<file path="config.mk">
export PLATFORM = sky130hd
export DESIGN_NAME = eewr_seq
export DESIGN_NICKNAME = d
export VERILOG_FILES = /design/src/rtl/eewr_pkg.sv /design/src/rtl/eewr_step_timer.sv /design/src/rtl/eewr_shifter.sv /design/src/rtl/eewr_poll.sv /design/src/rtl/eewr_seq.sv
export SDC_FILE = /design/constraint.sdc
export NUM_CORES = 1
export LEC_CHECK = 0
export BUFFER_PORTS_ARGS = -buffer_cell sky130_fd_sc_hd__buf_4
export CAP_MARGIN = 20
export CELL_PAD_IN_SITES_DETAIL_PLACEMENT = 1
export CELL_PAD_IN_SITES_GLOBAL_PLACEMENT = 2
export CORE_MARGIN = 1
export CORE_UTILIZATION = 41
export CTS_BUF_LIST = sky130_fd_sc_hd__clkbuf_8
export DETAILED_ROUTE_END_ITERATION = 10
export GPL_TIMING_DRIVEN = 0
export PLACE_DENSITY_LB_ADDON = 0.1
export REMOVE_ABC_BUFFERS = 1
export SKIP_CTS_REPAIR_TIMING = 1
export SYNTH_ARGS = -nofsm -noshare
export SYNTH_HDL_FRONTEND = slang
export SYNTH_HIERARCHICAL = 1
export SYNTH_SLANG_ARGS = --single-unit
</file>
<file path="constraint.sdc">
create_clock -name clk -period 3.3 [get_ports clk]
set_input_delay 0.33 -clock clk [delete_from_list [all_inputs] [get_ports clk]]
set_output_delay 0.33 -clock clk [all_outputs]
set_load 0.02 [all_outputs]
</file>
<file path="src/rtl/eewr_pkg.sv">
package eewr_pkg;

    localparam int OP_W   = 3;
    localparam int WORD_W = 16;

    // start bit plus two-bit opcode
    localparam logic [OP_W-1:0] EN_OP = 3'b100;
    localparam logic [OP_W-1:0] WR_OP = 3'b101;

    typedef enum logic [3:0] {
        ST_IDLE,
        ST_EN_SEL,
        ST_EN_SHIFT,
        ST_EN_DESEL,
        ST_WR_SEL,
        ST_WR_SHIFT,
        ST_PG_DESEL,
        ST_PG_SEL,
        ST_POLL_CHK,
        ST_POLL_WAIT,
        ST_FINISH
    } wr_state_e;

    function automatic logic [WORD_W-1:0] swap_bytes(input logic [WORD_W-1:0] w);
        return {w[WORD_W/2-1:0], w[WORD_W-1:WORD_W/2]};
    endfunction

endpackage

</file>
<file path="src/rtl/eewr_step_timer.sv">
module eewr_step_timer #(
    parameter int STEP_CYC = 50
) (
    input  logic clk,
    input  logic rst_n,
    input  logic run_i,
    output logic step_end_o
);
    generate
        if (STEP_CYC <= 1) begin : g_single
            assign step_end_o = run_i;
        end else begin : g_count
            localparam int CW = $clog2(STEP_CYC);
            localparam logic [CW-1:0] LAST = CW'(STEP_CYC - 1);
            logic [CW-1:0] cnt_q;

            always_ff @(posedge clk or negedge rst_n) begin
                if (!rst_n) begin
                    cnt_q <= '0;
                end else if (!run_i || cnt_q == LAST) begin
                    cnt_q <= '0;
                end else begin
                    cnt_q <= cnt_q + 1'b1;
                end
            end

            assign step_end_o = run_i && (cnt_q == LAST);
        end
    endgenerate
endmodule

</file>
<file path="src/rtl/eewr_shifter.sv">
module eewr_shifter
    import eewr_pkg::*;
#(
    parameter int ADDR_W = 6
) (
    input  logic              clk,
    input  logic              rst_n,
    input  logic              load_en_i,
    input  logic              load_wr_i,
    input  logic [ADDR_W-1:0] addr_i,
    input  logic [WORD_W-1:0] data_i,
    input  logic              adv_i,
    output logic              di_o,
    output logic              sk_o,
    output logic              frame_end_o
);
    localparam int FRAME_W = OP_W + ADDR_W + WORD_W;
    localparam int LW      = $clog2(FRAME_W + 1);
    localparam logic [1:0] PH_SETUP = 2'd0;
    localparam logic [1:0] PH_HIGH  = 2'd1;
    localparam logic [1:0] PH_HOLD  = 2'd2;

    logic [FRAME_W-1:0] sreg_q;
    logic [LW-1:0]      left_q;
    logic [1:0]         phase_q;

    always_ff @(posedge clk or negedge rst_n) begin
        if (!rst_n) begin
            sreg_q  <= '0;
            left_q  <= '0;
            phase_q <= PH_SETUP;
        end else if (load_en_i) begin
            sreg_q  <= {EN_OP, {ADDR_W{1'b1}}, {WORD_W{1'b0}}};
            left_q  <= LW'(OP_W + ADDR_W);
            phase_q <= PH_SETUP;
        end else if (load_wr_i) begin
            sreg_q  <= {WR_OP, addr_i, swap_bytes(data_i)};
            left_q  <= LW'(FRAME_W);
            phase_q <= PH_SETUP;
        end else if (adv_i) begin
            if (phase_q == PH_HOLD) begin
                phase_q <= PH_SETUP;
                sreg_q  <= {sreg_q[FRAME_W-2:0], 1'b0};
                left_q  <= left_q - 1'b1;
            end else begin
                phase_q <= phase_q + 1'b1;
            end
        end
    end

    assign di_o        = sreg_q[FRAME_W-1];
    assign sk_o        = (phase_q == PH_HIGH);
    assign frame_end_o = adv_i && (phase_q == PH_HOLD) && (left_q == LW'(1));
endmodule

</file>
<file path="src/rtl/eewr_poll.sv">
module eewr_poll #(
    parameter int POLL_CYC   = 500000,
    parameter int POLL_TRIES = 10
) (
    input  logic clk,
    input  logic rst_n,
    input  logic clr_i,
    input  logic run_i,
    input  logic fail_i,
    output logic wait_end_o,
    output logic spent_o
);
    localparam int TW = $clog2(POLL_TRIES + 1);
    logic [TW-1:0] tries_q;

    always_ff @(posedge clk or negedge rst_n) begin
        if (!rst_n) begin
            tries_q <= '0;
        end else if (clr_i) begin
            tries_q <= '0;
        end else if (fail_i) begin
            tries_q <= tries_q + 1'b1;
        end
    end

    assign spent_o = (tries_q == TW'(POLL_TRIES));

    generate
        if (POLL_CYC <= 1) begin : g_single
            assign wait_end_o = run_i;
        end else begin : g_count
            localparam int CW = $clog2(POLL_CYC);
            localparam logic [CW-1:0] LAST = CW'(POLL_CYC - 1);
            logic [CW-1:0] cnt_q;

            always_ff @(posedge clk or negedge rst_n) begin
                if (!rst_n) begin
                    cnt_q <= '0;
                end else if (!run_i || cnt_q == LAST) begin
                    cnt_q <= '0;
                end else begin
                    cnt_q <= cnt_q + 1'b1;
                end
            end

            assign wait_end_o = run_i && (cnt_q == LAST);
        end
    endgenerate
endmodule

</file>
<file path="src/rtl/eewr_seq.sv">
module eewr_seq
    import eewr_pkg::*;
#(
    parameter int ADDR_W     = 6,
    parameter int STEP_CYC   = 50,
    parameter int POLL_CYC   = 500000,
    parameter int POLL_TRIES = 10
) (
    input  logic              clk,
    input  logic              rst_n,
    input  logic              start_i,
    input  logic [ADDR_W-1:0] addr_i,
    input  logic [WORD_W-1:0] data_i,
    input  logic              ee_do_i,
    output logic              ee_cs_o,
    output logic              ee_sk_o,
    output logic              ee_di_o,
    output logic              done_o,
    output logic              timeout_o
);
    wr_state_e state_q, state_d;

    logic [ADDR_W-1:0] addr_q;
    logic [WORD_W-1:0] data_q;
    logic              tout_q;

    logic step_run, step_end;
    logic sh_di, sh_sk, sh_end, in_shift;
    logic wait_end, spent, chk_fail;

    assign step_run = (state_q == ST_EN_SEL)   || (state_q == ST_EN_SHIFT) ||
                      (state_q == ST_EN_DESEL) || (state_q == ST_WR_SEL)   ||
                      (state_q == ST_WR_SHIFT) || (state_q == ST_PG_DESEL) ||
                      (state_q == ST_PG_SEL);
    assign in_shift = (state_q == ST_EN_SHIFT) || (state_q == ST_WR_SHIFT);
    assign chk_fail = (state_q == ST_POLL_CHK) && !ee_do_i;

    eewr_step_timer #(.STEP_CYC(STEP_CYC)) u_step (
        .clk        (clk),
        .rst_n      (rst_n),
        .run_i      (step_run),
        .step_end_o (step_end)
    );

    eewr_shifter #(.ADDR_W(ADDR_W)) u_shift (
        .clk         (clk),
        .rst_n       (rst_n),
        .load_en_i   (state_q == ST_EN_SEL),
        .load_wr_i   (state_q == ST_WR_SEL),
        .addr_i      (addr_q),
        .data_i      (data_q),
        .adv_i       (in_shift && step_end),
        .di_o        (sh_di),
        .sk_o        (sh_sk),
        .frame_end_o (sh_end)
    );

    eewr_poll #(.POLL_CYC(POLL_CYC), .POLL_TRIES(POLL_TRIES)) u_poll (
        .clk        (clk),
        .rst_n      (rst_n),
        .clr_i      (state_q == ST_IDLE),
        .run_i      (state_q == ST_POLL_WAIT),
        .fail_i     (chk_fail),
        .wait_end_o (wait_end),
        .spent_o    (spent)
    );

    // state register
    always_ff @(posedge clk or negedge rst_n) begin
        if (!rst_n) begin
            state_q <= ST_IDLE;
        end else begin
            state_q <= state_d;
        end
    end

    // captured request and outcome
    always_ff @(posedge clk or negedge rst_n) begin
        if (!rst_n) begin
            addr_q <= '0;
            data_q <= '0;
            tout_q <= 1'b0;
        end else begin
            if (state_q == ST_IDLE && start_i) begin
                addr_q <= addr_i;
                data_q <= data_i;
                tout_q <= 1'b0;
            end
            if (state_q == ST_POLL_WAIT && wait_end && spent) begin
                tout_q <= 1'b1;
            end
        end
    end

    // next state
    always_comb begin
        state_d = state_q;
        unique case (state_q)
            ST_IDLE:      if (start_i)  state_d = ST_EN_SEL;
            ST_EN_SEL:    if (step_end) state_d = ST_EN_SHIFT;
            ST_EN_SHIFT:  if (sh_end)   state_d = ST_EN_DESEL;
            ST_EN_DESEL:  if (step_end) state_d = ST_WR_SEL;
            ST_WR_SEL:    if (step_end) state_d = ST_WR_SHIFT;
            ST_WR_SHIFT:  if (sh_end)   state_d = ST_PG_DESEL;
            ST_PG_DESEL:  if (step_end) state_d = ST_PG_SEL;
            ST_PG_SEL:    if (step_end) state_d = ST_POLL_CHK;
            ST_POLL_CHK:  state_d = ee_do_i ? ST_FINISH : ST_POLL_WAIT;
            ST_POLL_WAIT: if (wait_end) state_d = spent ? ST_FINISH : ST_POLL_CHK;
            ST_FINISH:    state_d = ST_IDLE;
            default:      state_d = ST_IDLE;
        endcase
    end

    // outputs
    always_comb begin
        ee_cs_o   = 1'b0;
        ee_sk_o   = 1'b0;
        ee_di_o   = 1'b0;
        done_o    = 1'b0;
        timeout_o = 1'b0;
        unique case (state_q)
            ST_EN_SHIFT, ST_WR_SHIFT: begin
                ee_cs_o = 1'b1;
                ee_sk_o = sh_sk;
                ee_di_o = sh_di;
            end
            ST_EN_SEL, ST_WR_SEL, ST_PG_SEL, ST_POLL_CHK, ST_POLL_WAIT: begin
                ee_cs_o = 1'b1;
            end
            ST_FINISH: begin
                done_o    = 1'b1;
                timeout_o = tout_q;
            end
            default: begin
                ee_cs_o = 1'b0;
            end
        endcase
    end
endmodule

</file>
==> results of run 1 <==
-- flip-flops by register name, indices dropped and copies added (netlist names) --
name	flops
u_poll/tries_q	4
u_poll/g_count.cnt_q	19
addr_q	6
state_q	4
u_shift/phase_q	2
u_shift/sreg_q	25
data_q	16
tout_q	1
u_shift/left_q	5
u_step/g_count.cnt_q	6
-- per-layer routing --
| layer | vias up | track usage |
|---|---|---|
| met5 | - | 0 |
| met4 | 0 | 0.0646 |
| met3 | 6 | 0.0407 |
| met2 | 25 | 0.296 |
| met1 | 1630 | 0.253 |
| li1 | 1594 | - |
-- cell type report --
class	count	area, sq um	share of cell area
inverter	28	105	0.0204
clock buffer	10	138	0.0267
clock inverter	5	81.3	0.0158
timing repair buffer	40	389	0.0755
multi-input combinational	296	2060	0.400
tap	136	170	0.0330
sequential	88	2210	0.429
-- cell usage after synthesis, drive strengths merged, types with 2 or more instances --
cell and number:
nor4b 2, inv 28, dfrtp 88, nand4 6, and2 6, nand3 11, a211oi 3, or3 7
and4 3, xor2 9, a31oi 2, and3 2, nand2 21, nor4bb 2, a2111oi 15, o31ai 2
nor2 48, a21oi 14, o21ai 9, mux2 25, mux2i 3, buf 16, xnor2 11, or3b 2
or4 3, nand2b 7, nor4 7, nor3 52, nand3b 2, o22ai 2, ha 7, clkbuf 9
-- cells by family (layout without fill, tap and decap cells) --
family          Yosys count  after routing  synth area share
mux                      28             28            0.0702
fa+ha+maj                 7              7            0.0195
simple gates            188            188             0.231
buf+inv                  53             83            0.0554
flops                    88             88             0.490
xor+xnor                 20             20            0.0390
compound gates           53             53            0.0947
-- how the worst max path moves through the flow --
| stage | cells after the start | start | to | slack, ps |
|---|---|---|---|---|
| floorplan | 5 | state_q[3] | u_shift/sreg_q[16] | -1290 |
| global placement | 5 | state_q[2] | u_shift/sreg_q[14] | -2960 |
| detailed placement | 11 | state_q[0] | state_q[0] | -80 |
| CTS | 11 | state_q[0] | state_q[0] | -80 |
| global route | 9 | state_q[0] | state_q[0] | 100 |
| finish | 9 | state_q[0] | state_q[0] | 310 |
-- per-stage QoR --
step / hold slack (ps) / util
2_1_floorplan: 34.4 / -
3_3_place_gp: 475 / 0.453
3_5_place_dp: 371 / 0.466
4_1_cts: -44.0 / 0.487
5_1_grt: 167 / 0.492
6_report: 184 / 0.492
-- worst register-to-register path: stages, from the launching register on --
cell	delay, ps
dfrtp_4	580
or3b_2	490
a21oi_1	210
and2_1	260
nor4bb_2	320
and3_1	240
mux2_4	160
a221oi_2	60
a21oi_2	200
mux2_1	350
-- power by group through the flow --
stage / registers, uW / logic, uW / clock network (uW)
floorplan: 1100 / 1.91 / 0
global placement: 1100 / 48.4 / 0
detailed placement: 1100 / 53.2 / 0
CTS: 1080 / 53.2 / 871
global route: 1080 / 58.6 / 903
finish: 1080 / 51.0 / 836
==> results.json, run 1 <==
{
  "die_width_um": 107,
  "cts_sinks": 88,
  "yosys_warnings": 6,
  "pwr_density_cell_nw_per_um2": 382,
  "maxCapViolCount": 0,
  "crit_chain": "or3b_2 -> a21oi_1 -> and2_1 -> nor4bb_2 -> and3_1 -> mux2_4 -> a221oi_2 -> a21oi_2 -> mux2_1",
  "wirelength_mm": 9.63,
  "most-common-layout-cells": "dfrtp_1, nor2_1, nor3_1, buf_4, inv_1",
  "max_freq_mhz": 335,
  "hold_depth": 2,
  "r2r_cells": 9,
  "worst-endpoint-arrival_ps": 3220,
  "cts_tree": "yes",
  "switching_share": 0.213,
  "h-tree-depth": 3,
  "finalCriticalPeriod_ps": 2990,
  "synth_area_sq_um": 4490,
  "worstMarginPinSlew_ps": 779,
  "critical_path_class": "register to register",
  "io-pin-count": 31,
  "hold_end": "addr_q[0]",
  "ir_drop_uv": 240,
  "power.share.clock": 0.425,
  "syn-instance-count": 437,
  "cpPeakStageDelay_ps": 580,
  "synthFlopType": "dfrtp_1",
  "fin_setup_tns_ps": 0,
  "drive_above_1_share": 0.229,
  "met2RoutedLength_mm": 4.49,
  "start_util": 0.429,
  "coreArea_sq_um": 10500,
  "synth.top_cells.by_area": "dfrtp_1, mux2_2, nor3_1",
  "drt-pass1-iter-count": 4,
  "placed_area_sq_um": 4880,
  "cp_max_fo": 20,
  "dieArea_sq_um": 11400,
  "setup-violations-final": 0,
  "yosys.area.top_type": "dfrtp_1",
  "n_fill_cell": 1192,
  "fin_area_sq_um": 5150,
  "via_per_inst": 5.40,
  "worst_r2r_endpoint": "state_q[0]",
  "crit_path_end_kind": "register",
  "clock-root-buffer": "clkbuf_8",
  "hold_class": "primary input to register",
  "net-switching-power_uw": 419,
  "slew_headroom": 0.478,
  "period_share": 0.906,
  "vias": 3255,
  "synth_edf_count": 0,
  "ys_seq_elements": 88,
  "critPathBufInv": 0,
  "grt_use_total": 0.187,
  "setup_ws_ps": 311,
  "cp_slowest_cell": "dfrtp_4",
  "highest_layer": "met4",
  "holdCritStartpoint": "addr_i[0]",
  "grt_pass1_wl_mm": 16.6,
  "dp_slack_ps": -83.4,
  "rrSetupSlack_ps": 310,
  "post-place-cells": 586,
  "final_cells": 603,
  "r2r-start": "state_q[0]",
  "power.internal_uw": 1550,
  "finalPower_uw": 1970,
  "antenna_cells": 0,
  "cp.required_ps": 3540,
  "first_global_vias": 3444,
  "power_leakage_uw": 0.00228,
  "wl_met3_um": 213,
  "start_kind": "register",
  "synthArstFlopShare": 1.00,
  "cpLargestDelayFamily": "simple AND/OR/NAND/NOR gates",
  "route.detailed.drc": 0,
  "cts_made_buffers": 9,
  "grt_overflow": 0,
  "grt_max_degree": 48,
  "skew_ps": 16.9,
  "synthToLayoutAreaGrowth_pct": 14.7,
  "hold_viol_final": 0,
  "drv_slew": 0,
  "met1_length_mm": 4.83,
  "place.gp.congestion": 0.703,
  "synthDistinctLibCells": 59,
  "mostFrequentLayoutCell": "dfrtp_1",
  "insertion_delay_ps": 370,
  "clockBufferDepth": 2,
  "die_y_um": 107,
  "wl_per_cell_um": 16.0,
  "clkTransAtPathRegs_ps": 90,
  "drt_iter0_drc": 110,
  "power_frac_comb": 0.026,
  "synth.avg_cell_area_sq_um": 10.3,
  "netlist.area_leader.share": 0.490,
  "ant_nets": 0,
  "seq_power_share": 0.549,
  "ys_seq_area_frac": 0.490,
  "nets": 496,
  "dp_hpwl_mm": 6.54,
  "antenna_found_initial": 0,
  "status": "completed",
  "portBuffers": 30,
  "rsz0062_at_grt": "false",
  "core.rowCount": 37
}
Note: power is estimated with default switching activity, not from simulation.
==> run 2: changes to the inputs <==
--- a/config.mk
+++ b/config.mk
@@ -15,6 +15,7 @@
 export DETAILED_ROUTE_END_ITERATION = 10
 export GPL_TIMING_DRIVEN = 0
 export PLACE_DENSITY_LB_ADDON = 0.1
+export RECOVER_POWER = 100
 export REMOVE_ABC_BUFFERS = 1
 export SKIP_CTS_REPAIR_TIMING = 1
 export SYNTH_ARGS = -nofsm -noshare
==> results.json, run 2 (synthesis results as in run 1) <==
{
  "maxCapViolCount": 0,
  "drt-pass1-iter-count": 4,
  "grt_use_met1": 0.253,
  "worstMarginPinSlew_ps": 1160,
  "crit_chain": "or3b_2 -> a21oi_1 -> and2_1 -> nor4bb_2 -> and3_1 -> mux2_1 -> a221oi_2 -> a21oi_2 -> mux2_1",
  "cp_slowest_cell": "dfrtp_4",
  "hold_class": "primary input to register",
  "io-pin-count": 31,
  "die_y_um": 107,
  "finalCriticalPeriod_ps": 2980,
  "first_global_vias": 3444,
  "dieArea_sq_um": 11400,
  "final_cells": 603,
  "portBuffers": 30,
  "skew_ps": 16.0,
  "wl_per_cell_um": 16.0,
  "setup-violations-final": 0,
  "grt_max_degree": 48,
  "cts_sinks": 88,
  "route.detailed.drc": 0,
  "clock-root-buffer": "clkbuf_8",
  "cts_made_buffers": 9,
  "largestRegisters": "u_shift/sreg_q x25, u_poll/g_count.cnt_q x19, data_q x16",
  "core.rowCount": 37,
  "clkTransAtPathRegs_ps": 90,
  "cpMostUsedCell": "mux2_1",
  "drt_iter0_drc": 100,
  "die_width_um": 107,
  "coreArea_sq_um": 10500,
  "antenna_cells": 0,
  "cp.required_ps": 3540,
  "pwr_density_cell_nw_per_um2": 391,
  "grt_overflow": 0,
  "crit_start": "state_q[0]",
  "antenna_found_initial": 0,
  "post-place-cells": 586,
  "period_share": 0.904,
  "placed_area_sq_um": 4880,
  "cpPeakStageDelay_ps": 580,
  "slew_headroom": 0.226,
  "clockBufferDepth": 2,
  "crit_path_end_kind": "register",
  "dp_hpwl_mm": 6.54,
  "hold_viol_final": 0,
  "ir_drop_uv": 240,
  "mostFrequentLayoutCell": "dfrtp_1",
  "rsz0062_at_grt": "false",
  "synthToLayoutAreaGrowth_pct": 11.9,
  "use_met3": 0.0407,
  "vias": 3268,
  "ant_nets": 0,
  "grt_use_total": 0.187,
  "gr-usage-met2": 0.296,
  "via_per_inst": 5.42,
  "largest_reg_flops": 25,
  "max_freq_mhz": 335,
  "drv_slew": 0,
  "start_util": 0.429,
  "fin_util": 0.480,
  "status": "completed",
  "h-tree-depth": 3,
  "worst-endpoint-arrival_ps": 3230,
  "start_kind": "register",
  "wirelength_mm": 9.63,
  "largest-register": "u_shift/sreg_q",
  "cts_tree": "yes",
  "grt_pass1_wl_mm": 16.6,
  "critical_path_class": "register to register",
  "insertion_delay_ps": 370,
  "power_leakage_uw": 0.00222,
  "nets": 496,
  "r2r-start": "state_q[0]",
  "most-common-layout-cells": "dfrtp_1, nor2_1, nor3_1, inv_1, buf_4",
  "cp_max_fo": 20,
  "place.gp.congestion": 0.703,
  "holdCritStartpoint": "addr_i[0]",
  "fin_area_sq_um": 5020,
  "busiest_layer": "met2",
  "fin_setup_tns_ps": 0,
  "drive_above_1_share": 0.206
}
[run 2: through the flow]
| step | setup WS, ps | hold WS [ps] | power, uW |
|---|---|---|---|
| floorplan | -1290 | 34.4 | 1100 |
| global placement | -2960 | 475 | 1150 |
| detailed placement | -83.4 | 371 | 1150 |
| CTS | -77.2 | -44.0 | 2000 |
| global route | 59.6 | 167 | 2040 |
| finish | 316 | 181 | 1970 |
[run 2: worst paths after layout]
path,to,slack (ps),cells past startpoint
min in group asynchronous,u_step/g_count.cnt_q[5],480,2
worst min register to register,data_q[14],510,1
worst min-delay path,addr_q[0],180,2
max in group asynchronous,state_q[1],1210,3
worst max-delay path,state_q[0],320,9
worst max register to register,state_q[0],320,9
[run 2: cell type report]
class                      count  area [sq um]
fill                        1208          5440
sequential                    88          2210
multi-input combinational    296          2010
timing repair buffer          40           313
tap                          136           170
clock buffer                  10           138
inverter                      28           105
clock inverter                 5          81.3
[run 2: per-layer routing]
metal | vias to the layer above | share of wire
li1 | 1595 | -
met1 | 1635 | 0.50
met2 | 29 | 0.46
met3 | 9 | 0.024
met4 | 0 | 0.013
met5 | - | 0
[run 2: critical path: cells and delay by family (launching register included)]
| kind | cells | cell delay, ps |
|---|---|---|
| compound gates | 3 | 490 |
| flops | 1 | 580 |
| mux | 2 | 490 |
| simple gates | 4 | 1300 |
[run 2: power by group]
| part | switching (uW) | leakage (uW) | internal, uW |
|---|---|---|---|
| Clock | 394 | 0.000114 | 445 |
| Combinational | 26.5 | 0.000900 | 20.8 |
| Sequential | 0.884 | 0.00120 | 1080 |
| Total | 422 | 0.00222 | 1540 |
==> run 3: changes to the inputs <==
--- a/config.mk
+++ b/config.mk
@@ -5,14 +5,14 @@
 export SDC_FILE = /design/constraint.sdc
 export NUM_CORES = 1
 export LEC_CHECK = 0
-export BUFFER_PORTS_ARGS = -buffer_cell sky130_fd_sc_hd__buf_4
 export CAP_MARGIN = 20
 export CELL_PAD_IN_SITES_DETAIL_PLACEMENT = 1
 export CELL_PAD_IN_SITES_GLOBAL_PLACEMENT = 2
 export CORE_MARGIN = 1
-export CORE_UTILIZATION = 41
+export CORE_UTILIZATION = 43
 export CTS_BUF_LIST = sky130_fd_sc_hd__clkbuf_8
 export DETAILED_ROUTE_END_ITERATION = 10
+export DONT_BUFFER_PORTS = 1
 export GPL_TIMING_DRIVEN = 0
 export PLACE_DENSITY_LB_ADDON = 0.1
 export RECOVER_POWER = 100
==> results.json, run 3 (synthesis results as in run 1) <==
{
  "power_leakage_uw": 0.00206,
  "pwr_density_cell_nw_per_um2": 393,
  "cts_tree": "yes",
  "clkTransAtPathRegs_ps": 100,
  "dp_slack_ps": -182,
  "most-common-layout-cells": "dfrtp_1, nor2_1, nor3_1, inv_1",
  "largest-register": "u_shift/sreg_q",
  "setup-violations-final": 0,
  "grt_max_degree": 89,
  "die_width_um": 104,
  "r2r_cells": 9,
  "cp.required_ps": 3530,
  "portBuffers": 0,
  "nets": 465,
  "rsz0062_at_grt": "false",
  "route.detailed.drc": 0,
  "coreArea_sq_um": 9950,
  "cp_max_fo": 20,
  "drt-pass1-iter-count": 4,
  "insertion_delay_ps": 360,
  "vias": 3196,
  "cts_made_buffers": 9,
  "setup_ws_ps": 314,
  "n_fill_cell": 1110,
  "hold_depth": 1,
  "holdWs_ps": 98.1,
  "h-tree-depth": 3,
  "placed_area_sq_um": 4620,
  "hold_viol_final": 0,
  "rrSetupSlack_ps": 310,
  "grt_overflow": 0,
  "start_kind": "register",
  "busiest_layer": "met2",
  "largest_reg_flops": 25,
  "clock-root-buffer": "clkbuf_8",
  "ir_drop_uv": 218,
  "synthToLayoutAreaGrowth_pct": 6.69,
  "hold_class": "primary input to register",
  "maxCapViolCount": 1,
  "grt_pass1_wl_mm": 16.4,
  "period_share": 0.905,
  "status": "finished with violations",
  "ant_nets": 0,
  "violations": "max-capacitance violations, max-slew violations",
  "max_freq_mhz": 335,
  "start_util": 0.451,
  "antenna_cells": 0,
  "core.rowCount": 36,
  "crit_path_end_kind": "register",
  "wl_per_cell_um": 16.8,
  "critical_path_class": "register to register",
  "final_cells": 570,
  "via_per_inst": 5.61,
  "dp_hpwl_mm": 6.50,
  "regArea_sq_um": 2210,
  "worst-endpoint-arrival_ps": 3220,
  "dieArea_sq_um": 10900,
  "gr-usage-met2": 0.305,
  "finalCriticalPeriod_ps": 2990,
  "grt_use_met1": 0.264,
  "io-pin-count": 31,
  "largestRegisters": "u_shift/sreg_q x25, u_poll/g_count.cnt_q x19, data_q x16",
  "multi_input_area_sq_um": 2030,
  "use_met3": 0.0269,
  "finalPower_uw": 1880,
  "antenna_found_initial": 0,
  "drive_above_1_share": 0.165,
  "worstMarginPinSlew_ps": 2230,
  "clockBufferDepth": 2,
  "skew_ps": 11.2,
  "mostFrequentLayoutCell": "dfrtp_1",
  "slew_headroom": -0.485,
  "cts_sinks": 88,
  "grt_use_total": 0.190,
  "fin_area_sq_um": 4790,
  "drt_iter0_drc": 120,
  "wirelength_mm": 9.56,
  "die_y_um": 104,
  "place.gp.congestion": 0.797,
  "first_global_vias": 3200,
  "post-place-cells": 552,
  "drv_slew": 89
}
-- run 3: worst max-delay path, cell delays in order, from the launching register on --
cell and delay [ps]:
dfrtp_2 540, or3b_2 510, a21oi_1 210, and2_1 270
nor4bb_2 340, and3_1 230, mux2_1 150, a221oi_2 70
a21oi_2 210, mux2_1 350
-- run 3: final cells by class --
type,count,area share
well taps,133,0.0347
inverters,28,0.0219
flip-flops and latches,88,0.460
clock buffers,10,0.0287
multi-input cells,296,0.424
repair buffers,9,0.0167
clock inverters,6,0.0138
-- run 3: per-layer routing --
layer,wire [um],share of wire
met5,0,0
met4,97,0.010
met3,140,0.015
met2,4540,0.47
met1,4780,0.50
-- run 3: final timing paths --
kind / startpoint / endpoint
worst min-delay path: addr_i[0] / addr_q[0]
min in group asynchronous: rst_n / state_q[2]
worst max register to register: state_q[0] / state_q[0]
max in group asynchronous: rst_n / state_q[0]
worst max-delay path: state_q[0] / state_q[0]
worst min register to register: u_poll/g_count.cnt_q[0] / u_poll/g_count.cnt_q[0]
-- run 3: power by group --
part	internal, uW	leakage, uW	switching (uW)
clock network	375	0.000107	402
logic	2.49	0.000755	21.8
registers	1080	0.00120	0.882
-- run 3: per-stage QoR --
step | setup TNS [ps] | util
global placement | -80280 | 0.453
CTS | -625 | 0.485
detailed placement | -490 | 0.464
floorplan | -35370 | -
finish | 0 | 0.481
global route | 0 | 0.481
